$ cat config.mk
export PLATFORM = sky130hd
export DESIGN_NAME = gpio_evt_unit
export DESIGN_NICKNAME = d
export VERILOG_FILES = /design/src/rtl/gpio_evt_pkg.sv /design/src/rtl/gpio_evt_regs.sv /design/src/rtl/gpio_evt_detect.sv /design/src/rtl/gpio_evt_status.sv /design/src/rtl/gpio_evt_unit.sv
export SDC_FILE = /design/constraint.sdc
export NUM_CORES = 1
export LEC_CHECK = 0
export BUFFER_PORTS_ARGS = -buffer_cell sky130_fd_sc_hd__buf_2
export CORE_MARGIN = 1.5
export CORE_UTILIZATION = 50
export DETAILED_ROUTE_END_ITERATION = 8
export PLACE_DENSITY = 0.69
export SYNTH_ARGS = -nofsm -noshare
export SYNTH_HDL_FRONTEND = slang
export SYNTH_SLANG_ARGS = --single-unit
$ cat constraint.sdc
create_clock -name clk -period 16.9 [get_ports clk]
set_input_delay 3.38 -clock clk [delete_from_list [all_inputs] [get_ports clk]]
set_output_delay 3.38 -clock clk [all_outputs]
set_load 0.1 [all_outputs]
$ cat src/rtl/gpio_evt_pkg.sv
package gpio_evt_pkg;

  typedef enum logic [2:0] {
    KIND_STATUS = 3'd0,
    KIND_RISE   = 3'd1,
    KIND_FALL   = 3'd2,
    KIND_HIGH   = 3'd3,
    KIND_LOW    = 3'd4,
    KIND_ARISE  = 3'd5,
    KIND_AFALL  = 3'd6
  } reg_kind_e;

  localparam int unsigned NUM_KINDS   = 7;
  localparam int unsigned NUM_EN      = NUM_KINDS - 1;
  localparam int unsigned ADDR_BASE   = 'h40;
  localparam int unsigned KIND_STRIDE = 12;
  localparam int unsigned BANK_STRIDE = 4;

endpackage

$ cat src/rtl/gpio_evt_regs.sv
module gpio_evt_regs
  import gpio_evt_pkg::*;
#(
  parameter int unsigned NUM_PINS = 54,
  parameter int unsigned DATA_W   = 32,
  parameter int unsigned ADDR_W   = 8
) (
  input  logic                clk,
  input  logic                rst_n,
  input  logic                bus_we,
  input  logic [ADDR_W-1:0]   bus_addr,
  input  logic [DATA_W-1:0]   bus_wdata,
  input  logic [NUM_PINS-1:0] status_q,
  output logic [NUM_PINS-1:0] en_rise,
  output logic [NUM_PINS-1:0] en_fall,
  output logic [NUM_PINS-1:0] en_high,
  output logic [NUM_PINS-1:0] en_low,
  output logic [NUM_PINS-1:0] en_arise,
  output logic [NUM_PINS-1:0] en_afall,
  output logic [NUM_PINS-1:0] clr_mask,
  output logic [DATA_W-1:0]   bus_rdata
);

  localparam int unsigned BANKS = (NUM_PINS + DATA_W - 1) / DATA_W;

  logic [NUM_KINDS-1:0][BANKS-1:0] hit;
  logic [NUM_PINS-1:0] en_q [NUM_EN];
  logic [NUM_PINS-1:0] en_d [NUM_EN];
  logic [NUM_EN-1:0]   en_wr;

  // address decode: one compare per register word
  always_comb begin
    for (int k = 0; k < NUM_KINDS; k++) begin
      for (int b = 0; b < BANKS; b++) begin
        hit[k][b] = (bus_addr == ADDR_W'(ADDR_BASE + k * KIND_STRIDE + b * BANK_STRIDE));
      end
    end
  end

  // next state of the enable words and the clear mask
  always_comb begin
    for (int e = 0; e < NUM_EN; e++) begin
      en_wr[e] = bus_we && (|hit[e+1]);
      for (int i = 0; i < NUM_PINS; i++) begin
        en_d[e][i] = hit[e+1][i / DATA_W] ? bus_wdata[i % DATA_W] : en_q[e][i];
      end
    end
    for (int i = 0; i < NUM_PINS; i++) begin
      clr_mask[i] = bus_we && hit[KIND_STATUS][i / DATA_W] && bus_wdata[i % DATA_W];
    end
  end

  generate
    for (genvar e = 0; e < NUM_EN; e++) begin : g_en
      always_ff @(posedge clk or negedge rst_n) begin
        if (!rst_n) begin
          en_q[e] <= '0;
        end else if (en_wr[e]) begin
          en_q[e] <= en_d[e];
        end
      end
    end
  endgenerate

  assign en_rise  = en_q[0];
  assign en_fall  = en_q[1];
  assign en_high  = en_q[2];
  assign en_low   = en_q[3];
  assign en_arise = en_q[4];
  assign en_afall = en_q[5];

  // read mux, bits above the last pin stay 0
  always_comb begin
    bus_rdata = '0;
    for (int i = 0; i < NUM_PINS; i++) begin
      bus_rdata[i % DATA_W] = bus_rdata[i % DATA_W]
                            | (hit[KIND_STATUS][i / DATA_W] & status_q[i]);
      for (int e = 0; e < NUM_EN; e++) begin
        bus_rdata[i % DATA_W] = bus_rdata[i % DATA_W]
                              | (hit[e+1][i / DATA_W] & en_q[e][i]);
      end
    end
  end

endmodule

$ cat src/rtl/gpio_evt_detect.sv
module gpio_evt_detect #(
  parameter int unsigned NUM_PINS = 54
) (
  input  logic                clk,
  input  logic                rst_n,
  input  logic [NUM_PINS-1:0] pin_raw,
  input  logic [NUM_PINS-1:0] pin_sync,
  input  logic [NUM_PINS-1:0] en_rise,
  input  logic [NUM_PINS-1:0] en_fall,
  input  logic [NUM_PINS-1:0] en_high,
  input  logic [NUM_PINS-1:0] en_low,
  input  logic [NUM_PINS-1:0] en_arise,
  input  logic [NUM_PINS-1:0] en_afall,
  output logic [NUM_PINS-1:0] evt
);

  logic [NUM_PINS-1:0] sync_q, sync_d;
  logic [NUM_PINS-1:0] raw_q, raw_d;

  always_comb begin
    sync_d = pin_sync;
    raw_d  = pin_raw;
  end

  always_ff @(posedge clk or negedge rst_n) begin
    if (!rst_n) begin
      sync_q <= '0;
      raw_q  <= '0;
    end else begin
      sync_q <= sync_d;
      raw_q  <= raw_d;
    end
  end

  generate
    for (genvar i = 0; i < NUM_PINS; i++) begin : g_pin
      logic s_up, s_dn, r_up, r_dn;
      assign s_up   = pin_sync[i] & ~sync_q[i];
      assign s_dn   = ~pin_sync[i] & sync_q[i];
      assign r_up   = pin_raw[i] & ~raw_q[i];
      assign r_dn   = ~pin_raw[i] & raw_q[i];
      assign evt[i] = (en_rise[i]  & s_up)
                    | (en_fall[i]  & s_dn)
                    | (en_high[i]  & pin_sync[i])
                    | (en_low[i]   & ~pin_sync[i])
                    | (en_arise[i] & r_up)
                    | (en_afall[i] & r_dn);
    end
  endgenerate

endmodule

$ cat src/rtl/gpio_evt_status.sv
module gpio_evt_status #(
  parameter int unsigned NUM_PINS = 54,
  parameter int unsigned NUM_IRQ  = 3,
  parameter int unsigned IRQ_FIRST [NUM_IRQ] = '{0, 28, 46}
) (
  input  logic                clk,
  input  logic                rst_n,
  input  logic [NUM_PINS-1:0] evt,
  input  logic [NUM_PINS-1:0] clr_mask,
  output logic [NUM_PINS-1:0] status_q,
  output logic [NUM_IRQ-1:0]  irq
);

  logic [NUM_PINS-1:0] status_d;

  function automatic int unsigned group_of(input int unsigned pin);
    int unsigned g = 0;
    for (int unsigned k = 1; k < NUM_IRQ; k++) begin
      if (pin >= IRQ_FIRST[k]) g = k;
    end
    return g;
  endfunction

  // a new event wins over a clear of the same bit
  always_comb begin
    status_d = (status_q & ~clr_mask) | evt;
  end

  always_ff @(posedge clk or negedge rst_n) begin
    if (!rst_n) begin
      status_q <= '0;
    end else begin
      status_q <= status_d;
    end
  end

  always_comb begin
    irq = '0;
    for (int unsigned i = 0; i < NUM_PINS; i++) begin
      irq[group_of(i)] = irq[group_of(i)] | status_q[i];
    end
  end

  // every detected event is visible in the status one cycle later
  a_r11_event_sets: assert property (@(posedge clk) disable iff (!rst_n)
    1'b1 |=> ((~status_q & $past(evt)) == '0));

  // a cleared bit with no event in that cycle reads 0 afterwards
  a_r9_clear_drops: assert property (@(posedge clk) disable iff (!rst_n)
    1'b1 |=> ((status_q & $past(clr_mask & ~evt)) == '0));

  // a set bit that was not cleared stays set
  a_r10_sticky: assert property (@(posedge clk) disable iff (!rst_n)
    1'b1 |=> (($past(status_q & ~clr_mask) & ~status_q) == '0));

endmodule

$ cat src/rtl/gpio_evt_unit.sv
module gpio_evt_unit
  import gpio_evt_pkg::*;
#(
  parameter int unsigned NUM_PINS = 54,
  parameter int unsigned DATA_W   = 32,
  parameter int unsigned ADDR_W   = 8,
  parameter int unsigned NUM_IRQ  = 3,
  parameter int unsigned IRQ_FIRST [NUM_IRQ] = '{0, 28, 46}
) (
  input  logic                clk,
  input  logic                rst_n,
  input  logic [NUM_PINS-1:0] pin_raw,
  input  logic [NUM_PINS-1:0] pin_sync,
  input  logic                bus_we,
  input  logic [ADDR_W-1:0]   bus_addr,
  input  logic [DATA_W-1:0]   bus_wdata,
  output logic [DATA_W-1:0]   bus_rdata,
  output logic [NUM_IRQ-1:0]  irq_line
);

  logic rst_meta, rst_int_n;
  logic [NUM_PINS-1:0] en_rise, en_fall, en_high, en_low, en_arise, en_afall;
  logic [NUM_PINS-1:0] clr_mask, evt, status_q;

  // asynchronous assert, synchronous release
  always_ff @(posedge clk or negedge rst_n) begin
    if (!rst_n) begin
      rst_meta  <= 1'b0;
      rst_int_n <= 1'b0;
    end else begin
      rst_meta  <= 1'b1;
      rst_int_n <= rst_meta;
    end
  end

  gpio_evt_regs #(
    .NUM_PINS (NUM_PINS),
    .DATA_W   (DATA_W),
    .ADDR_W   (ADDR_W)
  ) u_regs (
    .clk       (clk),
    .rst_n     (rst_int_n),
    .bus_we    (bus_we),
    .bus_addr  (bus_addr),
    .bus_wdata (bus_wdata),
    .status_q  (status_q),
    .en_rise   (en_rise),
    .en_fall   (en_fall),
    .en_high   (en_high),
    .en_low    (en_low),
    .en_arise  (en_arise),
    .en_afall  (en_afall),
    .clr_mask  (clr_mask),
    .bus_rdata (bus_rdata)
  );

  gpio_evt_detect #(
    .NUM_PINS (NUM_PINS)
  ) u_detect (
    .clk      (clk),
    .rst_n    (rst_int_n),
    .pin_raw  (pin_raw),
    .pin_sync (pin_sync),
    .en_rise  (en_rise),
    .en_fall  (en_fall),
    .en_high  (en_high),
    .en_low   (en_low),
    .en_arise (en_arise),
    .en_afall (en_afall),
    .evt      (evt)
  );

  gpio_evt_status #(
    .NUM_PINS  (NUM_PINS),
    .NUM_IRQ   (NUM_IRQ),
    .IRQ_FIRST (IRQ_FIRST)
  ) u_status (
    .clk      (clk),
    .rst_n    (rst_int_n),
    .evt      (evt),
    .clr_mask (clr_mask),
    .status_q (status_q),
    .irq      (irq_line)
  );

  // no interrupt while nothing is latched
  a_r12_quiet_when_clear: assert property (@(posedge clk) disable iff (!rst_int_n)
    (status_q == '0) |-> (irq_line == '0));

  // the first cycle out of reset shows no interrupt
  a_r1_reset_quiet: assert property (@(posedge clk) disable iff (!rst_int_n)
    $rose(rst_int_n) |-> (irq_line == '0));

endmodule

-- Word-level counts from Yosys, hierarchy flattened
Cells that the tools add are included.
- register bits after elaboration: 488
- input bits: 151
- output and inout port bits: 35
- word-level logic and storage cells: 1915
- equal/unequal tests: 14
- bitwise gates (word level): 1804
- reduce and logical (&&, ||, !) cells: 80
- operators with widths (kind ; number):
    1-bit bitwise AND ; 918
    1-bit OR ; 667
    1-bit inverter ; 216
    8-bit by 7-bit == test with 1-bit output, second input constant ; 11
    1-bit logical AND ; 62
    54-bit bitwise AND ; 1
    54-bit inverter ; 1
    54-bit OR ; 1
    8-bit == test, second input constant ; 3
    2-bit AND reduction ; 12
    2-bit OR reduction ; 6

-- Depth between registers and ports, before layout
- depth in word-level cells: 27
- depth in mapped cells: 8
- mapped depth without buffers: 5

-- Hierarchy
Synthesis repeated with hierarchy kept, for this count alone.
- cell total of the unflattened synthesis: 1898
- area total of the unflattened synthesis: 23152.2 sq um
- by module, submodules not included (module ; times used ; cells each ; area an instance (sq um) ; sequential area each (sq um)):
    gpio_evt_regs ; 1 ; 1283 ; 16091.7 ; 8107.8
    gpio_evt_detect ; 1 ; 432 ; 4932.2 ; 2702.6
    gpio_evt_status ; 1 ; 180 ; 2074.5 ; 1351.3
    gpio_evt_unit ; 1 ; 3 ; 53.8 ; 50.0

-- Least setup slack after synthesis
Ideal clock, no wire load.
- kind: input to output
- start point: input port bus_addr[2]
- end point: output port bus_rdata[0]
- data arrival time: 5686 ps
- data required time: 13520 ps
- setup slack: 7834 ps
- stages: 4
- path buffers: 2
- path through: buf_2 or4_1 clkbuf_1 o211ai_1
- longest elaborated chain between the ends: 15
- elaborated cells on any way between the ends: 41
- those cells by class: eq/ne (14); bitwise (27)
- RTL lines (element ; line ; RTL):
    from (decl) ; gpio_evt_unit.sv:15 ; input logic [ADDR_W-1:0] bus_addr,
    8-bit by 7-bit == test with 1-bit output ; gpio_evt_regs.sv:35 ; hit[k][b] = (bus_addr == ADDR_W'(ADDR_BASE + k * KIND_STRIDE + b * BANK_STRIDE));
    1-bit bitwise AND (on tied branches) ; gpio_evt_regs.sv:77, gpio_evt_regs.sv:80 ;
    1-bit OR (6 in a row) ; gpio_evt_regs.sv:80 ; | (hit[e+1][i / DATA_W] & en_q[e][i]);
    1-bit OR ; gpio_evt_regs.sv:77 ; | (hit[KIND_STATUS][i / DATA_W] & status_q[i]);
    1-bit OR (5 in a row) ; gpio_evt_regs.sv:80 ;
    1-bit OR * ; gpio_evt_regs.sv:80 ;
    to (decl) ; gpio_evt_unit.sv:17 ; output logic [DATA_W-1:0] bus_rdata,
Mark *: on every way between the ends. The rest lies on a longest branch, timed or not.

-- Worst setup path in the final report
- start point: input port bus_addr[5]
- end point: output port bus_rdata[7]
The elaborated chain is that of the path after synthesis.

==> run summary <==
Total GRT Usage -> 0.313
Filler cell count -> 3645
Worst-path clk slew -> 0.06 ns
First-pass GRT wire length -> 108000 um
Critical Path AT -> 7.04 ns
Share of cells above drive strength 1 -> 0.326
Comb power frac -> 0.069
Critical Path End Type -> primary output
Die area -> 46100 um2
Leading area contributor after synthesis -> dfrtp_1
Nets@finish -> 2139
Worst vdd ir -> 0.0734 mV
Ports -> 186
Clock Skew -> 0.0257 ns
CTS Hold Bufs -> 0
Port Buffers -> 185
Number of synthesized flops with an enable pin -> 0
Fin cells -> 2627
Starting Density -> 0.507
Die Span Y -> 215 um
DIE WIDTH -> 215 um
Post-synth top area share -> 0.545
Synth Warn # -> 0
Most frequent cell after synthesis -> dfrtp_1
Setup CP Type -> primary input to primary output
Detail Route Antenna Nets -> 0
Fin Setup TNS -> 0 ns
1st-iter DRT viols -> 1876
Buffer depth of the longest clock path -> 3
Xor and xnor area share after synthesis -> 0
Worst Path Max Fanout -> 25
Fmax -> 0.0960 GHz
Min cycle time layout -> 10.42 ns
Synthesized net count -> 1981
Internal -> 1.98 mW
Min Hold Slack -> 0.353 ns
Initial antenna violation count -> 10
Flops & latches, synth -> 488
CP Launch Type -> primary input
Library cells used by synthesis -> 62
Switching share of power -> 0.241
Post-Place Cell Area -> 23800 um2
NetSw -> 627 uW
Post-CTS Setup Bufs -> 0
Synth Area in Compound Gates -> 0.149
Leak -> 11.8 nW
H-tree levels -> 2
DR pass1 iterations -> 6
Worst Max-Slew Pin Slew -> 1.17 ns
Critical path data required time -> 13.52 ns
Vias/cell -> 6.45
Final setup viols -> 0
Synthesized instance count -> 1830
Clock share of power -> 0.446
Root buffer cell -> clkbuf_16
Power Density -> 102 nW/um2
Final weighted congestion of routability-driven global placement -> 0.925
Synth Flop Type -> dfrtp_1
Worst slew margin -> 0.217
Area contributors post-synth -> dfrtp_1 54%, mux2_2 13%, mux2_4 5.4%, a22oi_1 3.7%, a21oi_1 3.1%
Clock latency on the worst-skew pair -> 0.61 ns
Synthesized area per cell -> 12.3 um2
Hold Fails Final Rpt -> 0
Sequential element share of the synthesized area -> 0.545
Mux cell area share after synthesis -> 0.191
Largest family of logic cells by synthesized area -> multiplexers
Simple-gate share of the synthesized area -> 0.0819
Core ar. -> 44200 um2
Final Util -> 0.578
Post_cts resized -> 0
RSZ-0062 raised after global routing -> false
Synth top cells by count -> 488 x dfrtp_1, 255 x mux2_2, 137 x a21oi_1
Sequential Power Share -> 0.485
Max cap viols -> 0
Status -> complete, no violations
DRC viols -> 0
Via Count -> 16900
Area growth syn-to-layout -> 14.0%
Fin crit share -> 0.616
WL/cell -> 27.5 um
CTS tree -> done
Post-Synth Adder-Cell Area -> 0
Remaining Overflow, GRT -> 0
Num rows -> 77
Largest net degree at the start of global routing -> 199
Hpwl dp -> 45900 um
Max Slew Vio Count -> 0
Placed Cells incl. Taps -> 2526
Num CTS Buffers -> 52
Final WL -> 72300 um
Fin area -> 25600 um2
Synthesized cell area -> 22400 um2
Async set-reset flop share out of synthesis -> 1.00
Hold Path Class -> flop to flop
CTS sink count -> 488
Vias in the first global route -> 17300
## cells in the final DEF (no fill, tap or decap), drive strengths merged, types with 14 or more instances in the layout
cell type	Yosys	layout
o21ai	64	64
nor4	14	14
a22oi	111	111
nand2	139	139
clkbuf	42	83
o22ai	27	27
buf	65	211
dfrtp	488	488
mux2	336	336
nand3	24	24
a211oi	55	55
nand3b	54	54
nor2	47	47
a21oi	137	137
a211o	54	54
inv	54	56
mux2i	19	19
## registers in the layout (all words and copies together), names as in the netlist
signal             flops
u_regs.en_fall        54
u_detect.sync_q       54
rst_int_n              1
u_regs.en_low         54
u_detect.raw_q        54
u_regs.en_arise       54
u_regs.en_high        54
u_regs.en_afall       54
u_regs.en_rise        54
rst_meta               1
u_status.status_q     54
## path summary, 6_finish.rpt
check,start,to,slack (ns),depth (start not counted)
setup / recovery,bus_addr[5],bus_rdata[7],6.48,7
hold / removal,rst_meta,rst_int_n,0.35,0
setup reg to reg,rst_int_n,u_regs.en_arise[19],13.88,2
hold reg to reg,rst_meta,rst_int_n,0.35,0
max in group asynchronous,rst_int_n,u_regs.en_arise[19],13.88,2
min in group asynchronous,rst_int_n,u_regs.en_low[8],0.47,0
## power groups by stage
stage          sequential, mW  combinational, mW  clock, mW
2_1_floorplan            1.28             0.0991          0
3_3_place_gp             1.28              0.172          0
3_5_place_dp             1.28              0.177          0
4_1_cts                  1.26              0.177       1.18
5_1_grt                  1.27              0.193       1.23
6_report                 1.26              0.179       1.16
## per-stage QoR
stage               total power, mW  setup WS [ns]
floorplan                      1.38           2.29
global placement               1.45           6.83
detailed placement             1.46           6.68
CTS                            2.62           6.62
global route                   2.69           6.53
finish                         2.61           6.48
## critical path, cell delays in order
cell and delay [ns]:
buf_2 0.53, nand4b_2 0.87, nor2_2 1.20, o2bb2ai_1 0.20, a211oi_1 0.10, o211ai_1 0.23
buf_2 0.51
## cells by family after synthesis
logic type / count (synthesis)
other cells: 1
flops: 488
mux: 355
buf+inv: 161
compound gates: 496
simple gates: 329
## routing by layer
metal,GRT usage,part of all wire,vias to the layer above
li1,-,-,7137
met1,0.412,0.40,8670
met2,0.487,0.46,896
met3,0.0798,0.096,229
met4,0.144,0.046,14
met5,0,0.00088,-
## layout make-up
class / count / area (um2) / share of cell area
clock inverter: 14 / 158 / 0.00617
sequential: 488 / 12200 / 0.478
antenna: 4 / 10.0 / 0.000392
tap: 592 / 741 / 0.0290
clock buffer: 83 / 1580 / 0.0618
inverter: 54 / 203 / 0.00793
multi-input combinational: 1181 / 9520 / 0.372
timing repair buffer: 211 / 1130 / 0.0444
Power figures use the tool's default switching activity.
